$ cat src/rtl/fb_pkg.sv
package fb_pkg;
   localparam int REG_W        = 32;
   localparam int CH_W         = 8;
   localparam int PIX_W        = 3 * CH_W;
   localparam int CTRL_EN_BIT  = 0;
   localparam int CTRL_ROT_BIT = 1;

   typedef struct packed {
      logic [CH_W-1:0] r;
      logic [CH_W-1:0] g;
      logic [CH_W-1:0] b;
   } rgb_t;

   function automatic rgb_t unpack_pix(input logic [PIX_W-1:0] w);
      rgb_t p;
      p.r = w[3*CH_W-1:2*CH_W];
      p.g = w[2*CH_W-1:CH_W];
      p.b = w[CH_W-1:0];
      return p;
   endfunction
endpackage

$ cat src/rtl/fb_ctrl_regs.sv
module fb_ctrl_regs
   import fb_pkg::*;
#(
   parameter int KEEP_BITS = 11
) (
   input  logic             clk,
   input  logic             rst_n,
   input  logic             wr_en,
   input  logic             wr_word,
   input  logic [REG_W-1:0] wr_data,
   input  logic             frame_start,
   output logic             en_o,
   output logic             active_o,
   output logic [REG_W-1:0] base_sh_o,
   output logic             rot_sh_o,
   output logic             ctrl_wr_o
);
   localparam logic [REG_W-1:0] BASE_MASK = ~((REG_W'(1) << (REG_W - KEEP_BITS)) - REG_W'(1));

   if (KEEP_BITS < 1 || KEEP_BITS > REG_W) begin : g_bad_keep
      $error("KEEP_BITS out of range");
   end

   logic [REG_W-1:0] base_q;
   logic             en_q, rot_q, armed_q;

   assign ctrl_wr_o = wr_en && wr_word;

   always_ff @(posedge clk) begin
      if (!rst_n) begin
         base_q    <= '0;
         en_q      <= 1'b0;
         rot_q     <= 1'b0;
         base_sh_o <= '0;
         rot_sh_o  <= 1'b0;
         armed_q   <= 1'b0;
      end else begin
         if (wr_en && !wr_word) base_q <= wr_data & BASE_MASK;
         if (ctrl_wr_o) begin
            en_q  <= wr_data[CTRL_EN_BIT];
            rot_q <= wr_data[CTRL_ROT_BIT];
         end
         if (frame_start) begin
            base_sh_o <= base_q;
            rot_sh_o  <= rot_q;
            armed_q   <= en_q;
         end else if (!en_q) begin
            armed_q <= 1'b0;
         end
      end
   end

   assign en_o     = en_q;
   assign active_o = en_q && armed_q;
endmodule

$ cat src/rtl/fb_pix_fifo.sv
module fb_pix_fifo #(
   parameter int WIDTH = 24,
   parameter int DEPTH = 8,
   localparam int CNT_W = $clog2(DEPTH + 1)
) (
   input  logic             clk,
   input  logic             rst_n,
   input  logic             flush,
   input  logic             push,
   input  logic [WIDTH-1:0] wdata,
   input  logic             pop,
   output logic [WIDTH-1:0] rdata,
   output logic [CNT_W-1:0] count,
   output logic             empty
);
   if (DEPTH < 1 || (DEPTH & (DEPTH - 1)) != 0) begin : g_bad_depth
      $error("DEPTH must be a power of two");
   end

   assign empty = (count == '0);

   if (DEPTH == 1) begin : g_single
      logic [WIDTH-1:0] hold_q;
      always_ff @(posedge clk) begin
         if (!rst_n || flush) begin
            count <= '0;
         end else if (push) begin
            count <= CNT_W'(1);
         end else if (pop) begin
            count <= '0;
         end
      end
      always_ff @(posedge clk) begin
         if (push) hold_q <= wdata;
      end
      assign rdata = hold_q;
   end else begin : g_ring
      localparam int AW = $clog2(DEPTH);
      logic [WIDTH-1:0] mem_q [DEPTH];
      logic [AW-1:0]    wp_q, rp_q;
      logic             pop_ok;
      assign pop_ok = pop && !empty;
      always_ff @(posedge clk) begin
         if (!rst_n || flush) begin
            wp_q  <= '0;
            rp_q  <= '0;
            count <= '0;
         end else begin
            if (push)   wp_q <= wp_q + AW'(1);
            if (pop_ok) rp_q <= rp_q + AW'(1);
            count <= count + CNT_W'(push) - CNT_W'(pop_ok);
         end
      end
      always_ff @(posedge clk) begin
         if (push) mem_q[wp_q] <= wdata;
      end
      assign rdata = mem_q[rp_q];
   end


   no_overflow_chk: assert property (@(posedge clk) disable iff (!rst_n)
      (push && !flush && !pop) |-> (count < CNT_W'(DEPTH)));
endmodule

$ cat src/rtl/fb_fetch.sv
module fb_fetch
   import fb_pkg::*;
#(
   parameter int H_VIS       = 640,
   parameter int V_VIS       = 480,
   parameter int PITCH_WORDS = 1024,
   parameter int DEPTH       = 8,
   localparam int X_W       = $clog2(H_VIS + 1),
   localparam int Y_W       = $clog2(V_VIS + 1),
   localparam int CNT_W     = $clog2(DEPTH + 1),
   localparam int ROW_SHIFT = $clog2(PITCH_WORDS) + 2
) (
   input  logic             clk,
   input  logic             rst_n,
   input  logic             active,
   input  logic             restart,
   input  logic [Y_W-1:0]   row,
   input  logic [REG_W-1:0] base_sh,
   input  logic             rot_sh,
   input  logic [CNT_W-1:0] fifo_count,
   input  logic             rsp_valid,
   input  logic             req_ready,
   output logic             req_valid,
   output logic [REG_W-1:0] req_addr,
   output logic             push
);
   if (PITCH_WORDS < H_VIS || (PITCH_WORDS & (PITCH_WORDS - 1)) != 0) begin : g_bad_pitch
      $error("PITCH_WORDS must be a power of two no smaller than H_VIS");
   end

   logic [X_W-1:0]   fx_q, mem_col;
   logic [Y_W-1:0]   mem_row;
   logic [CNT_W-1:0] outst_q, drop_q, outst_nx;
   logic [CNT_W:0]   in_use;
   logic             fire;

   assign in_use    = (CNT_W+1)'(fifo_count) + (CNT_W+1)'(outst_q);
   assign req_valid = active && (row < Y_W'(V_VIS)) && (fx_q < X_W'(H_VIS))
                      && (in_use < (CNT_W+1)'(DEPTH));
   assign fire      = req_valid && req_ready;
   assign outst_nx  = outst_q + CNT_W'(fire) - CNT_W'(rsp_valid);

   assign mem_col  = rot_sh ? X_W'(H_VIS - 1) - fx_q : fx_q;
   assign mem_row  = rot_sh ? Y_W'(V_VIS - 1) - row  : row;
   assign req_addr = base_sh | (REG_W'(mem_row) << ROW_SHIFT) | (REG_W'(mem_col) << 2);

   assign push = rsp_valid && (drop_q == '0) && !restart;

   always_ff @(posedge clk) begin
      if (!rst_n) begin
         fx_q    <= '0;
         outst_q <= '0;
         drop_q  <= '0;
      end else begin
         outst_q <= outst_nx;
         if (restart) begin
            fx_q   <= '0;
            drop_q <= outst_nx;
         end else begin
            if (fire) fx_q <= fx_q + X_W'(1);
            if (rsp_valid && drop_q != '0) drop_q <= drop_q - CNT_W'(1);
         end
      end
   end


   addr_hold_chk: assert property (@(posedge clk) disable iff (!rst_n)
      (req_valid && !req_ready && !restart) |=> $stable(req_addr));

   drop_bound_chk: assert property (@(posedge clk) disable iff (!rst_n)
      drop_q <= outst_q);
endmodule

$ cat src/rtl/fb_scanout.sv
module fb_scanout
   import fb_pkg::*;
#(
   parameter int H_VIS       = 640,
   parameter int V_VIS       = 480,
   parameter int PITCH_WORDS = 1024,
   parameter int KEEP_BITS   = 11,
   parameter int BUF_DEPTH   = 8
) (
   input  logic             clk,
   input  logic             rst_n,
   input  logic             reg_wr_en,
   input  logic             reg_word,
   input  logic [REG_W-1:0] reg_wdata,
   input  logic             frame_start,
   input  logic             line_start,
   input  logic             pix_en,
   output logic             mem_req_valid,
   input  logic             mem_req_ready,
   output logic [REG_W-1:0] mem_req_addr,
   input  logic             mem_rsp_valid,
   input  logic [REG_W-1:0] mem_rsp_data,
   output logic [CH_W-1:0]  red,
   output logic [CH_W-1:0]  green,
   output logic [CH_W-1:0]  blue,
   output logic             underrun
);
   localparam int X_W   = $clog2(H_VIS + 1);
   localparam int Y_W   = $clog2(V_VIS + 1);
   localparam int CNT_W = $clog2(BUF_DEPTH + 1);

   if (longint'(V_VIS) * PITCH_WORDS * 4 > (longint'(1) << (REG_W - KEEP_BITS))) begin : g_bad_span
      $error("frame does not fit below the kept base bits");
   end

   logic             en, active, rot_sh, ctrl_wr, restart, push, pop, empty, visible;
   logic [REG_W-1:0] base_sh;
   logic [Y_W-1:0]   row_q;
   logic [X_W-1:0]   col_q;
   logic [CNT_W-1:0] fifo_count;
   logic [PIX_W-1:0] fifo_rdata;
   rgb_t             pix_q;
   logic             under_q;

   assign restart = frame_start || line_start;

   fb_ctrl_regs #(.KEEP_BITS(KEEP_BITS)) u_regs (
      .clk(clk), .rst_n(rst_n), .wr_en(reg_wr_en), .wr_word(reg_word), .wr_data(reg_wdata),
      .frame_start(frame_start), .en_o(en), .active_o(active), .base_sh_o(base_sh),
      .rot_sh_o(rot_sh), .ctrl_wr_o(ctrl_wr));

   fb_fetch #(.H_VIS(H_VIS), .V_VIS(V_VIS), .PITCH_WORDS(PITCH_WORDS), .DEPTH(BUF_DEPTH)) u_fetch (
      .clk(clk), .rst_n(rst_n), .active(active), .restart(restart), .row(row_q),
      .base_sh(base_sh), .rot_sh(rot_sh), .fifo_count(fifo_count), .rsp_valid(mem_rsp_valid),
      .req_ready(mem_req_ready), .req_valid(mem_req_valid), .req_addr(mem_req_addr), .push(push));

   fb_pix_fifo #(.WIDTH(PIX_W), .DEPTH(BUF_DEPTH)) u_buf (
      .clk(clk), .rst_n(rst_n), .flush(restart), .push(push), .wdata(mem_rsp_data[PIX_W-1:0]),
      .pop(pop), .rdata(fifo_rdata), .count(fifo_count), .empty(empty));

   assign visible = active && (row_q < Y_W'(V_VIS)) && (col_q < X_W'(H_VIS));
   assign pop     = pix_en && !restart && visible && !empty;

   always_ff @(posedge clk) begin
      if (!rst_n) begin
         row_q   <= '0;
         col_q   <= '0;
         pix_q   <= '0;
         under_q <= 1'b0;
      end else begin
         if (frame_start) begin
            row_q <= '0;
            col_q <= '0;
         end else if (line_start) begin
            if (row_q != Y_W'(V_VIS)) row_q <= row_q + Y_W'(1);
            col_q <= '0;
         end else if (pix_en) begin
            if (col_q != X_W'(H_VIS)) col_q <= col_q + X_W'(1);
            pix_q <= pop ? unpack_pix(fifo_rdata) : '0;
         end
         if (pix_en && !restart && visible && empty) under_q <= 1'b1;
         else if (ctrl_wr)                           under_q <= 1'b0;
      end
   end

   assign red      = en ? pix_q.r : '0;
   assign green    = en ? pix_q.g : '0;
   assign blue     = en ? pix_q.b : '0;
   assign underrun = under_q;


   stop_on_disable_chk: assert property (@(posedge clk) disable iff (!rst_n)
      (reg_wr_en && reg_word && !reg_wdata[CTRL_EN_BIT]) |=> !mem_req_valid);

   underrun_sticky_chk: assert property (@(posedge clk) disable iff (!rst_n)
      (underrun && !(reg_wr_en && reg_word)) |=> underrun);
endmodule

$ cat config.mk
export PLATFORM = sky130hd
export DESIGN_NAME = fb_scanout
export DESIGN_NICKNAME = d
export VERILOG_FILES = /design/src/rtl/fb_pkg.sv /design/src/rtl/fb_ctrl_regs.sv /design/src/rtl/fb_pix_fifo.sv /design/src/rtl/fb_fetch.sv /design/src/rtl/fb_scanout.sv
export SDC_FILE = /design/constraint.sdc
export NUM_CORES = 1
export LEC_CHECK = 0
export BUFFER_PORTS_ARGS = -buffer_cell sky130_fd_sc_hd__clkbuf_2
export CAP_MARGIN = 25
export CORE_ASPECT_RATIO = 2
export CORE_MARGIN = 5
export CORE_UTILIZATION = 55
export CTS_BUF_LIST = sky130_fd_sc_hd__clkbuf_8
export DETAILED_ROUTE_END_ITERATION = 6
export GPL_TIMING_DRIVEN = 0
export PLACE_DENSITY = 0.81
export SLEW_MARGIN = 20
export SYNTH_ARGS = -nofsm -noshare
export SYNTH_HDL_FRONTEND = slang
export SYNTH_SLANG_ARGS = --single-unit
$ cat constraint.sdc
create_clock -name clk -period 6.07 [get_ports clk]
set_clock_uncertainty 0.1 [all_clocks]
set_input_delay 0.9105 -clock clk [delete_from_list [all_inputs] [get_ports clk]]
set_output_delay 0.9105 -clock clk [all_outputs]
set_load 0.005 [all_outputs]
Word-level counts from Yosys, hierarchy flattened
Memory sizes are Yosys's and may differ from the RTL's. A register that Yosys moved wholly into a read port is not among the register bits.
Index checks and enable logic that the tools add are counted.
{"block": "word_totals", "ff_bits": 98, "mem_bits_ro": 0, "in_bits": 73, "latch_bits": 0, "out_inout_bits": 58, "n_memories": 1, "ram_bits": 192}
{"block": "classes", "div_mod_pow": 0, "n_mux": 16, "magnitude_cmp": 4, "bitwise": 5, "multipliers": 0, "n_reduce_logical": 33, "addsub": 13, "shift": 0, "n_eq_ne": 3}
{"memory": "u_buf.g_ring.mem_q", "words": 8, "word_bits": 24, "read_ports": 1, "rd_ports_with_merged_regs": 1, "wr": 1, "line": "fb_pix_fifo.sv:39", "rtl": "logic [WIDTH-1:0] mem_q [DEPTH];"}
{"cell": "bitwise OR 32 x 12 -> 32 bit", "n": 1}
{"cell": "bitwise OR 32 x 21 -> 32 bit", "n": 1}
{"cell": "two-way mux 24 bit", "n": 1}
{"cell": "two-way mux 8 bit", "n": 3}
{"cell": "adder 10 x 1 -> 10 bit (second input constant)", "n": 2}
{"cell": "less-than comparator 10 bit (second input constant)", "n": 2}
{"cell": "logical AND 1 bit", "n": 16}
{"cell": "two-way mux 10 bit", "n": 1}
{"cell": "!= test 10 bit (second input constant)", "n": 1}
{"cell": "subtractor 10 bit (first input constant)", "n": 1}
{"cell": "adder 9 x 1 -> 9 bit (second input constant)", "n": 1}
{"cell": "less-than comparator 9 bit (second input constant)", "n": 1}
{"cell": "two-way mux 9 bit", "n": 1}
{"cell": "!= test 9 bit (second input constant)", "n": 1}
{"cell": "subtractor 9 bit (first input constant)", "n": 1}
{"cell": "adder 4 x 1 -> 4 bit", "n": 2}
{"cell": "logical NOT 4 bit", "n": 2}
{"cell": "two-way mux 4 bit", "n": 2}
{"cell": "subtractor 4 x 1 -> 4 bit", "n": 2}
{"cell": "adder 3 x 1 -> 3 bit (second input constant)", "n": 2}
{"cell": "two-way mux 1 bit", "n": 6}
{"cell": "two-way mux 3 bit", "n": 2}
{"cell": "adder 4 x 4 -> 5 bit", "n": 1}
{"cell": "less-than comparator 5 x 4 -> 1 bit (second input constant)", "n": 1}
{"cell": "11 further kinds", "n": 20}

Longest topological paths before layout
Gate-level depths: netlist of the first run.
{"block": "logic_depth", "depth_word": 8, "ltp_mapped": 13, "ltp_nobuf": 11}

Cells and area by module
Synthesis of the first run repeated with hierarchy kept, for this count alone.
{"block": "unflattened", "hier_cells": 906, "area_unflattened_um2": 12818.5}
{"module": "fb_pix_fifo", "area_per_inst_um2": 7897.6, "n_inst": 1, "cells_each": 351}
{"module": "fb_scanout", "area_per_inst_um2": 2180.8, "n_inst": 1, "cells_each": 243}
{"module": "fb_fetch", "area_per_inst_um2": 1527.7, "n_inst": 1, "cells_each": 189}
{"module": "fb_ctrl_regs", "area_per_inst_um2": 1212.4, "n_inst": 1, "cells_each": 123}

Least setup slack after synthesis of the first run
OpenSTA, ideal clock, no wires.
{"block": "synth_path", "kind": "input port to flip-flop", "startpoint": "input line_start", "endpoint": "memory u_buf.g_ring.mem_q[0][0], enable pin", "t_arrival_ps": 3648, "path_slack_ps": 1887, "stages": 5, "setup_time_ps": 435, "cell_sequence": "clkbuf_1 > nor2_1 > nand3_1 > or2_2 > nor3_1"}
{"block": "synth_via", "elab_chain_cells": 5}
{"item": "start, declared", "line": "fb_scanout.sv:16", "rtl": "input logic line_start,"}
{"item": "logical OR 1 bit", "line": "fb_scanout.sv:45", "rtl": "assign restart = frame_start || line_start;"}
{"item": "logical NOT 1 bit", "line": "fb_fetch.sv:47", "rtl": "assign push = rsp_valid && (drop_q == '0) && !restart;"}
{"item": "logical AND 1 bit", "line": "fb_fetch.sv:47"}
{"item": "two-way mux 1 bit", "line": "fb_pix_fifo.sv:55", "rtl": "if (push) mem_q[wp_q] <= wdata;"}
{"item": "two-way mux 1 bit (implied by the code)", "line": "fb_pix_fifo.sv:55"}
{"item": "end, declared", "line": "fb_pix_fifo.sv:39"}
No other way between the ends.

Final worst setup path of the first run
{"block": "layout_path", "startpoint": "register u_regs.rot_sh_o", "endpoint": "output mem_req_addr[18]"}
{"block": "layout_via", "elab_chain_cells": 3}
{"item": "start, declared", "line": "fb_ctrl_regs.sv:15", "rtl": "output logic rot_sh_o,"}
{"item": "start signal, assigned", "line": "fb_ctrl_regs.sv:45", "rtl": "rot_sh_o <= rot_q;"}
{"item": "two-way mux 9 bit", "line": "fb_fetch.sv:44", "rtl": "assign mem_row = rot_sh ? Y_W'(V_VIS - 1) - row : row;"}
{"item": "bitwise OR 32 x 21 -> 32 bit", "line": "fb_fetch.sv:45", "rtl": "assign req_addr = base_sh | (REG_W'(mem_row) << ROW_SHIFT) | (REG_W'(mem_col) << 2);"}
{"item": "bitwise OR 32 x 12 -> 32 bit", "line": "fb_fetch.sv:45"}
{"item": "end, declared", "line": "fb_scanout.sv:20", "rtl": "output logic [REG_W-1:0] mem_req_addr,"}
No other way between the ends.

==> results of run 1 <==
[Yosys cell counts, drive strengths merged (2+ instances only)]
| library cell | count |
|---|---|
| fa | 2 |
| buf | 18 |
| nand3b | 3 |
| nor4bb | 2 |
| ha | 24 |
| nand2 | 76 |
| nand2b | 5 |
| dfxtp | 101 |
| or2 | 6 |
| mux4 | 48 |
| a21o | 2 |
| mux2i | 48 |
| a21oi | 49 |
| nor3b | 3 |
| or3b | 2 |
| nor4 | 7 |
| nand3 | 14 |
| xor2 | 29 |
| nor3 | 7 |
| and4 | 4 |
| and3 | 7 |
| and2 | 29 |
| inv | 27 |
| nor2b | 3 |
| o21ai | 9 |
| clkbuf | 29 |
| nand4 | 10 |
| o311a | 2 |
| nor2 | 49 |
| xnor2 | 10 |
| a31oi | 2 |
| or3 | 25 |
| edfxtp | 192 |
[worst min-delay path, cell delays in order, from the launching register on]
cell and delay, ns:
dfxtp_1 0.31, nand2_1 0.05, a21oi_1 0.05
[flip-flops by register name (all words and copies together) (netlist names), named ones only]
signal,flops
u_buf.g_ring.mem_q,192
u_buf.g_ring.rp_q,3
u_fetch.fx_q,10
u_buf.count,4
pix_q,24
u_regs.en_o,1
underrun,1
u_buf.g_ring.wp_q,3
row_q,9
u_regs.armed_q,1
u_regs.rot_sh_o,1
u_regs.base_sh_o,11
col_q,10
u_regs.rot_q,1
u_fetch.drop_q,4
u_fetch.outst_q,4
u_regs.base_q,11
[path summary, 6_finish.rpt]
kind                          start                   endpoint  slack, ns  depth (start not counted)
setup / recovery    u_regs.rot_sh_o           mem_req_addr[18]       2.81                          5
hold / removal            pix_q[18]                  pix_q[18]       0.35                          2
setup reg to reg  u_fetch.drop_q[0]  u_buf.g_ring.mem_q[0][23]       3.04                          8
hold reg to reg           pix_q[18]                  pix_q[18]       0.35                          2
[through the flow]
stage	TNS [ns]	hold slack [ns]	cells
global route	0	0.378	1310
floorplan	0	0.332	856
global placement	-0.0460	0.338	1227
finish	0	0.353	1310
detailed placement	0	0.346	1239
CTS	0	0.355	1309
[cell families after synthesis]
group | synth area share [%]
flip-flops | 64.6
AND/OR/NAND/NOR | 10.9
multiplexers | 12.9
buffers and inverters | 2.65
AO/OA/AOI/OAI | 3.29
XOR/XNOR | 2.83
adder cells (fa/ha/maj) | 2.82
other | 0.0311
[metal layers]
| metal | wire length (um) | up-vias | part of all wire [%] |
|---|---|---|---|
| met4 | 1110 | 0 | 4.3 |
| li1 | - | 3458 | - |
| met1 | 8980 | 3676 | 34 |
| met2 | 14800 | 206 | 57 |
| met5 | 0 | - | 0 |
| met3 | 1150 | 68 | 4.4 |
[final cells by class]
type / count / area (um2) / area share, %
Multi-Input combinational cell: 489 / 4010 / 28.8
Timing Repair Buffer: 110 / 716 / 5.13
Tap cell: 273 / 342 / 2.45
Antenna cell: 1 / 2.50 / 0.0179
Sequential cell: 293 / 7790 / 55.8
Buffer: 47 / 218 / 1.56
Inverter: 27 / 101 / 0.727
Clock inverter: 28 / 186 / 1.34
Clock buffer: 42 / 578 / 4.15
[power by group]
group          total (mW)  leakage [nW]  internal [mW]  switching [mW]
sequential           2.17          2.54           2.15          0.0200
clock                1.44         0.428          0.734           0.707
combinational       0.197          1.98         0.0820           0.115
==> flow_metrics.tcl, run 1 <==
set metrics [dict create \
    worst_ep_required_time_ns 5.06 \
    setup-violations-final 0 \
    syn_area_mm2 0.0121 \
    yosys_warnings 0 \
    use_met2_pct 40.5 \
    ys.flop_type "edfxtp_1" \
    core-area_mm2 0.0216 \
    fin_nets 1106 \
    post-route-min-period_ns 3.26 \
    initialDrtViolationCount 465 \
    arrival_ns 2.25 \
    final_cell_mix "edfxtp_1, dfxtp_1, clkbuf_2, nand2_1, a21oi_1" \
    grt_max_degree 19 \
    final_hold_viol_count 0 \
    num_rows 76 \
    drv_slew 0 \
    async_reset_ff_share_pct 0 \
    holdBufCountCts 0 \
    cts_buffers 39 \
    powerDensity_mw_per_mm2 273 \
    routabilityCongestion 0.861 \
    cts_buffer_depth 3 \
    placed_cell_area_mm2 0.0132 \
    fill_cells 1454 \
    cp_cell_sequence "clkbuf_1 > clkbuf_1 > nor2_1 > a21oi_1 > clkbuf_2" \
    power_mw 3.81 \
    startpoint_type "flip-flop" \
    leakage_nw 4.95 \
    gr-total-overflow 0 \
    dr.pass1.iters 5 \
    gr-usage-met3_pct 3.31 \
    initial_core_util_pct 55.9 \
    ys_types 49 \
    ys_seq_area_share_pct 64.6 \
    setup_slack_ns 2.81 \
    synth_top_area_share_pct 47.8 \
    grt_pass1_wl_mm 40.6 \
    dp_slack_ns 2.32 \
    cts_resized 0 \
    dieArea_mm2 0.0252 \
    syn_to_final_growth_pct 15.6 \
    crit_path_max_fanout 10 \
    port_buffers 98 \
    cts_tree "yes" \
    crit_type "flip-flop to output pin" \
    clkTransAtPathRegs_ns 0.07 \
    dp_hpwl_mm 18.7 \
    die_x_um 115 \
    grt_pass1_vias 7798 \
    htree_levels 2 \
    hold_path.class "flip-flop to flip-flop" \
    ys_top_cells_by_area "edfxtp_1, dfxtp_1, mux4_2" \
    via_count 7408 \
    io_pins 131 \
    final_layout_size_suffix_gt1_share_pct 24.0 \
    viasPerCell 5.65 \
    rsz0062_at_grt "no" \
    post-cts-setup-buffer-count 0 \
    period_share_pct 53.7 \
    antenna_left 0 \
    clock_sinks 293 \
    critPathCaptureType "output pin" \
    drc 0 \
    layout_commonest_cell "edfxtp_1" \
    finalWirelength_mm 26.1 \
    worstPathBufferInverterCount 3 \
    vdd_drop_max_uv 150 \
    slowest_stage "clkbuf_1" \
    synth_top_cell_by_area "edfxtp_1" \
    syn-mean-instance-area_um2 14.1 \
    status "completed" \
    crit_path_frequent_cell "clkbuf_1" \
    insertion_delay_ns 0.55 \
    fin_area_mm2 0.0139 \
    ys_ff_latch 293 \
    grt.met1_usage_pct 21.2 \
    cap_violations 0 \
    grt_use_total_pct 21.1 \
    cts_root_buf "clkbuf_8" \
    worstMarginPinSlew_ns 0.923 \
    slew_headroom_pct 38.5 \
    synth_edf_count 192 \
    antenna_found_initial 1 \
    crit_path_max_incr_delay_ns 0.51 \
    critPathTopFamily "buffers and inverters" \
    grt_busiest_layer "met2" \
    wl_per_cell_um 19.9 \
    max_freq_mhz 307 \
    final_core_util_pct 64.6 \
    netlist_instances 855 \
    die_h_um 219 \
]
Power figures use the tool's default switching activity.
==> inputs of run 2 (changes only) <==
--- a/config.mk
+++ b/config.mk
@@ -13,7 +13,7 @@
 export CTS_BUF_LIST = sky130_fd_sc_hd__clkbuf_8
 export DETAILED_ROUTE_END_ITERATION = 6
 export GPL_TIMING_DRIVEN = 0
-export PLACE_DENSITY = 0.81
+export PLACE_DENSITY = 0.84
 export SLEW_MARGIN = 20
 export SYNTH_ARGS = -nofsm -noshare
 export SYNTH_HDL_FRONTEND = slang
==> constraint.sdc (replaced) <==
create_clock -name clk -period 2.87 [get_ports clk]
set_clock_uncertainty 0.1 [all_clocks]
set_input_delay 0.4305 -clock clk [delete_from_list [all_inputs] [get_ports clk]]
set_output_delay 0.4305 -clock clk [all_outputs]
set_load 0.005 [all_outputs]
==> flow_metrics.tcl, run 2 (synthesized netlist as in run 1, its figures left out) <==
set metrics [dict create \
    status "completed" \
    clkTransAtPathRegs_ns 0.07 \
    fill_cells 1459 \
    via_count 7497 \
    crit_type "flip-flop to flip-flop" \
    final_cells 1320 \
    port_buffers 98 \
    layout_commonest_cell "edfxtp_1" \
    worstMarginPinSlew_ns 0.873 \
    io_pins 131 \
    syn_to_final_growth_pct 17.0 \
    reg2reg_slack_ns 0.17 \
    finalWirelength_mm 26.6 \
    min-delay-start "reg_wdata[0]" \
    max_freq_mhz 370 \
    worst_ep_required_time_ns 3.02 \
    powerDensity_mw_per_mm2 584 \
    dpl.cell_count 1236 \
    hold_path.class "input port to flip-flop" \
    setup_slack_ns 0.166 \
    htree_levels 2 \
    fin_nets 1115 \
    post-route-min-period_ns 2.70 \
    critPathCaptureType "flip-flop" \
    final_hold_viol_count 0 \
    cts_buffers 40 \
    cts_buffer_depth 3 \
    rsz0062_at_grt "no" \
    leakage_nw 5.01 \
    setup_tns_ns 0 \
    vdd_drop_max_uv 370 \
    largest-register "u_buf.g_ring.mem_q" \
    drv_slew 0 \
    setup-violations-final 0 \
    arrival_ns 2.85 \
    dieArea_mm2 0.0252 \
    num_rows 76 \
    cts_tree "yes" \
    clock_sinks 293 \
    cts_root_buf "clkbuf_8" \
    grt_use_total_pct 21.5 \
    whs_path_depth 3 \
    dp_hpwl_mm 18.5 \
    antenna_found_initial 2 \
    dp_slack_ns -0.381 \
    reg.largest.list "u_buf.g_ring.mem_q x192, pix_q x24" \
    routabilityCongestion 0.859 \
    grt_max_degree 19 \
    crit_path_max_fanout 12 \
    rr_worst_depth 7 \
    initial_core_util_pct 55.9 \
    gr-total-overflow 0 \
    largest_reg_flops 192 \
    period_share_pct 94.2 \
    die_x_um 115 \
    core-area_mm2 0.0216 \
    final_layout_size_suffix_gt1_share_pct 23.6 \
    hold_end "u_regs.en_o" \
    grt_pass1_wl_mm 41.4 \
    intPower_mw 6.43 \
    p_switching_mw 1.81 \
    dr.pass1.iters 5 \
    swShare_pct 22.0 \
    combPwrFrac_pct 5.2 \
    startpoint_type "flip-flop" \
    wl_per_cell_um 20.1 \
    antenna_left 0 \
    final_core_util_pct 65.4 \
    cap_violations 0 \
    seqPwrFrac_pct 55.7 \
    viasPerCell 5.68 \
    grt_pass1_vias 7743 \
    initialDrtViolationCount 542 \
    slew_headroom_pct 41.8 \
    rr_startpoint "u_fetch.drop_q[0]" \
    rr_endpoint "u_buf.g_ring.mem_q[0][7]" \
    drc 0 \
    final_cell_mix "edfxtp_1, clkbuf_2, dfxtp_1, nand2_1, a21oi_1" \
    die_h_um 219 \
    insertion_delay_ns 0.56 \
    clkPwrFrac_pct 39.0 \
]
## run 2: cell types whose count changed in the layout (fill, tap and decap cells not counted), moves of 3 or more
cell           before  now
inv_1              33   37
clkinv_1            3    6
dlygate4sd3_1       0   10
clkinv_2           13    3
clkbuf_1           29   26
## run 2: worst max-delay path, cell delays in order (launching register included)
cell and delay, ns:
dfxtp_1 0.32, inv_1 0.12, ha_1 0.18, nor3b_1 0.34
nand3_1 0.24, or2_2 0.48, nor3_4 0.39, buf_8 0.24
## run 2: how the worst max path moves through the flow
stage / slack (ns) / cells after the start / start / to
after floorplan: -0.17 / 5 / line_start / u_buf.g_ring.mem_q[2][0]
after global placement: -1.42 / 5 / line_start / u_buf.g_ring.mem_q[4][7]
after detailed placement: -0.38 / 5 / line_start / u_buf.g_ring.mem_q[1][23]
after CTS: 0.05 / 11 / u_buf.count[1] / u_fetch.drop_q[2]
after global routing: 0.004 / 11 / u_fetch.outst_q[1] / u_fetch.drop_q[2]
final: 0.17 / 7 / u_fetch.drop_q[0] / u_buf.g_ring.mem_q[0][7]
## run 2: metal layers
layer | share of wire (%) | vias up | routed length [um] | GRT usage [%]
li1 | - | 3478 | - | -
met1 | 34 | 3725 | 9030 | 22.0
met2 | 57 | 224 | 15100 | 41.1
met3 | 5.2 | 70 | 1380 | 3.39
met4 | 4.2 | 0 | 1100 | 10.5
met5 | 0 | - | 0 | 0
## run 2: timing repair
item	4_1_cts	5_1_grt
hold buffers	10	0
buffers inserted	2	0
endpoints found under the setup margin	15	7
gates resized for setup	1	8
hold endpoints to repair	10	0
pin swaps	1	0
## run 2: through the flow
stage          hold WS (ns)  power, mW  instance area (um2)
2_1_floorplan         0.332       4.93                12100
3_3_place_gp          0.338       5.07                12900
3_5_place_dp          0.342       5.09                13200
4_1_cts             0.00373       8.30                14100
5_1_grt              0.0121       8.56                14100
6_report             0.0362       8.23                14100
## run 2: power groups by stage
stage / sequential (mW) / combinational [mW] / clock [mW]
floorplan: 4.67 / 0.263 / 0
global placement: 4.68 / 0.394 / 0
detailed placement: 4.68 / 0.415 / 0
CTS: 4.59 / 0.430 / 3.28
global route: 4.59 / 0.476 / 3.49
finish: 4.59 / 0.430 / 3.21
## run 2: final cells by class
class                           instances  area, um2  share of cell area, %
Clock buffer                           44        606                   4.29
Inverter                               27        101                  0.718
Tap cell                              273        342                   2.42
Timing Repair Buffer                  119        808                   5.73
Antenna cell                            2       5.00                 0.0355
Multi-Input combinational cell        489       4040                   28.6
Buffer                                 46        216                   1.53
Clock inverter                         27        205                   1.45
Sequential cell                       293       7790                   55.2
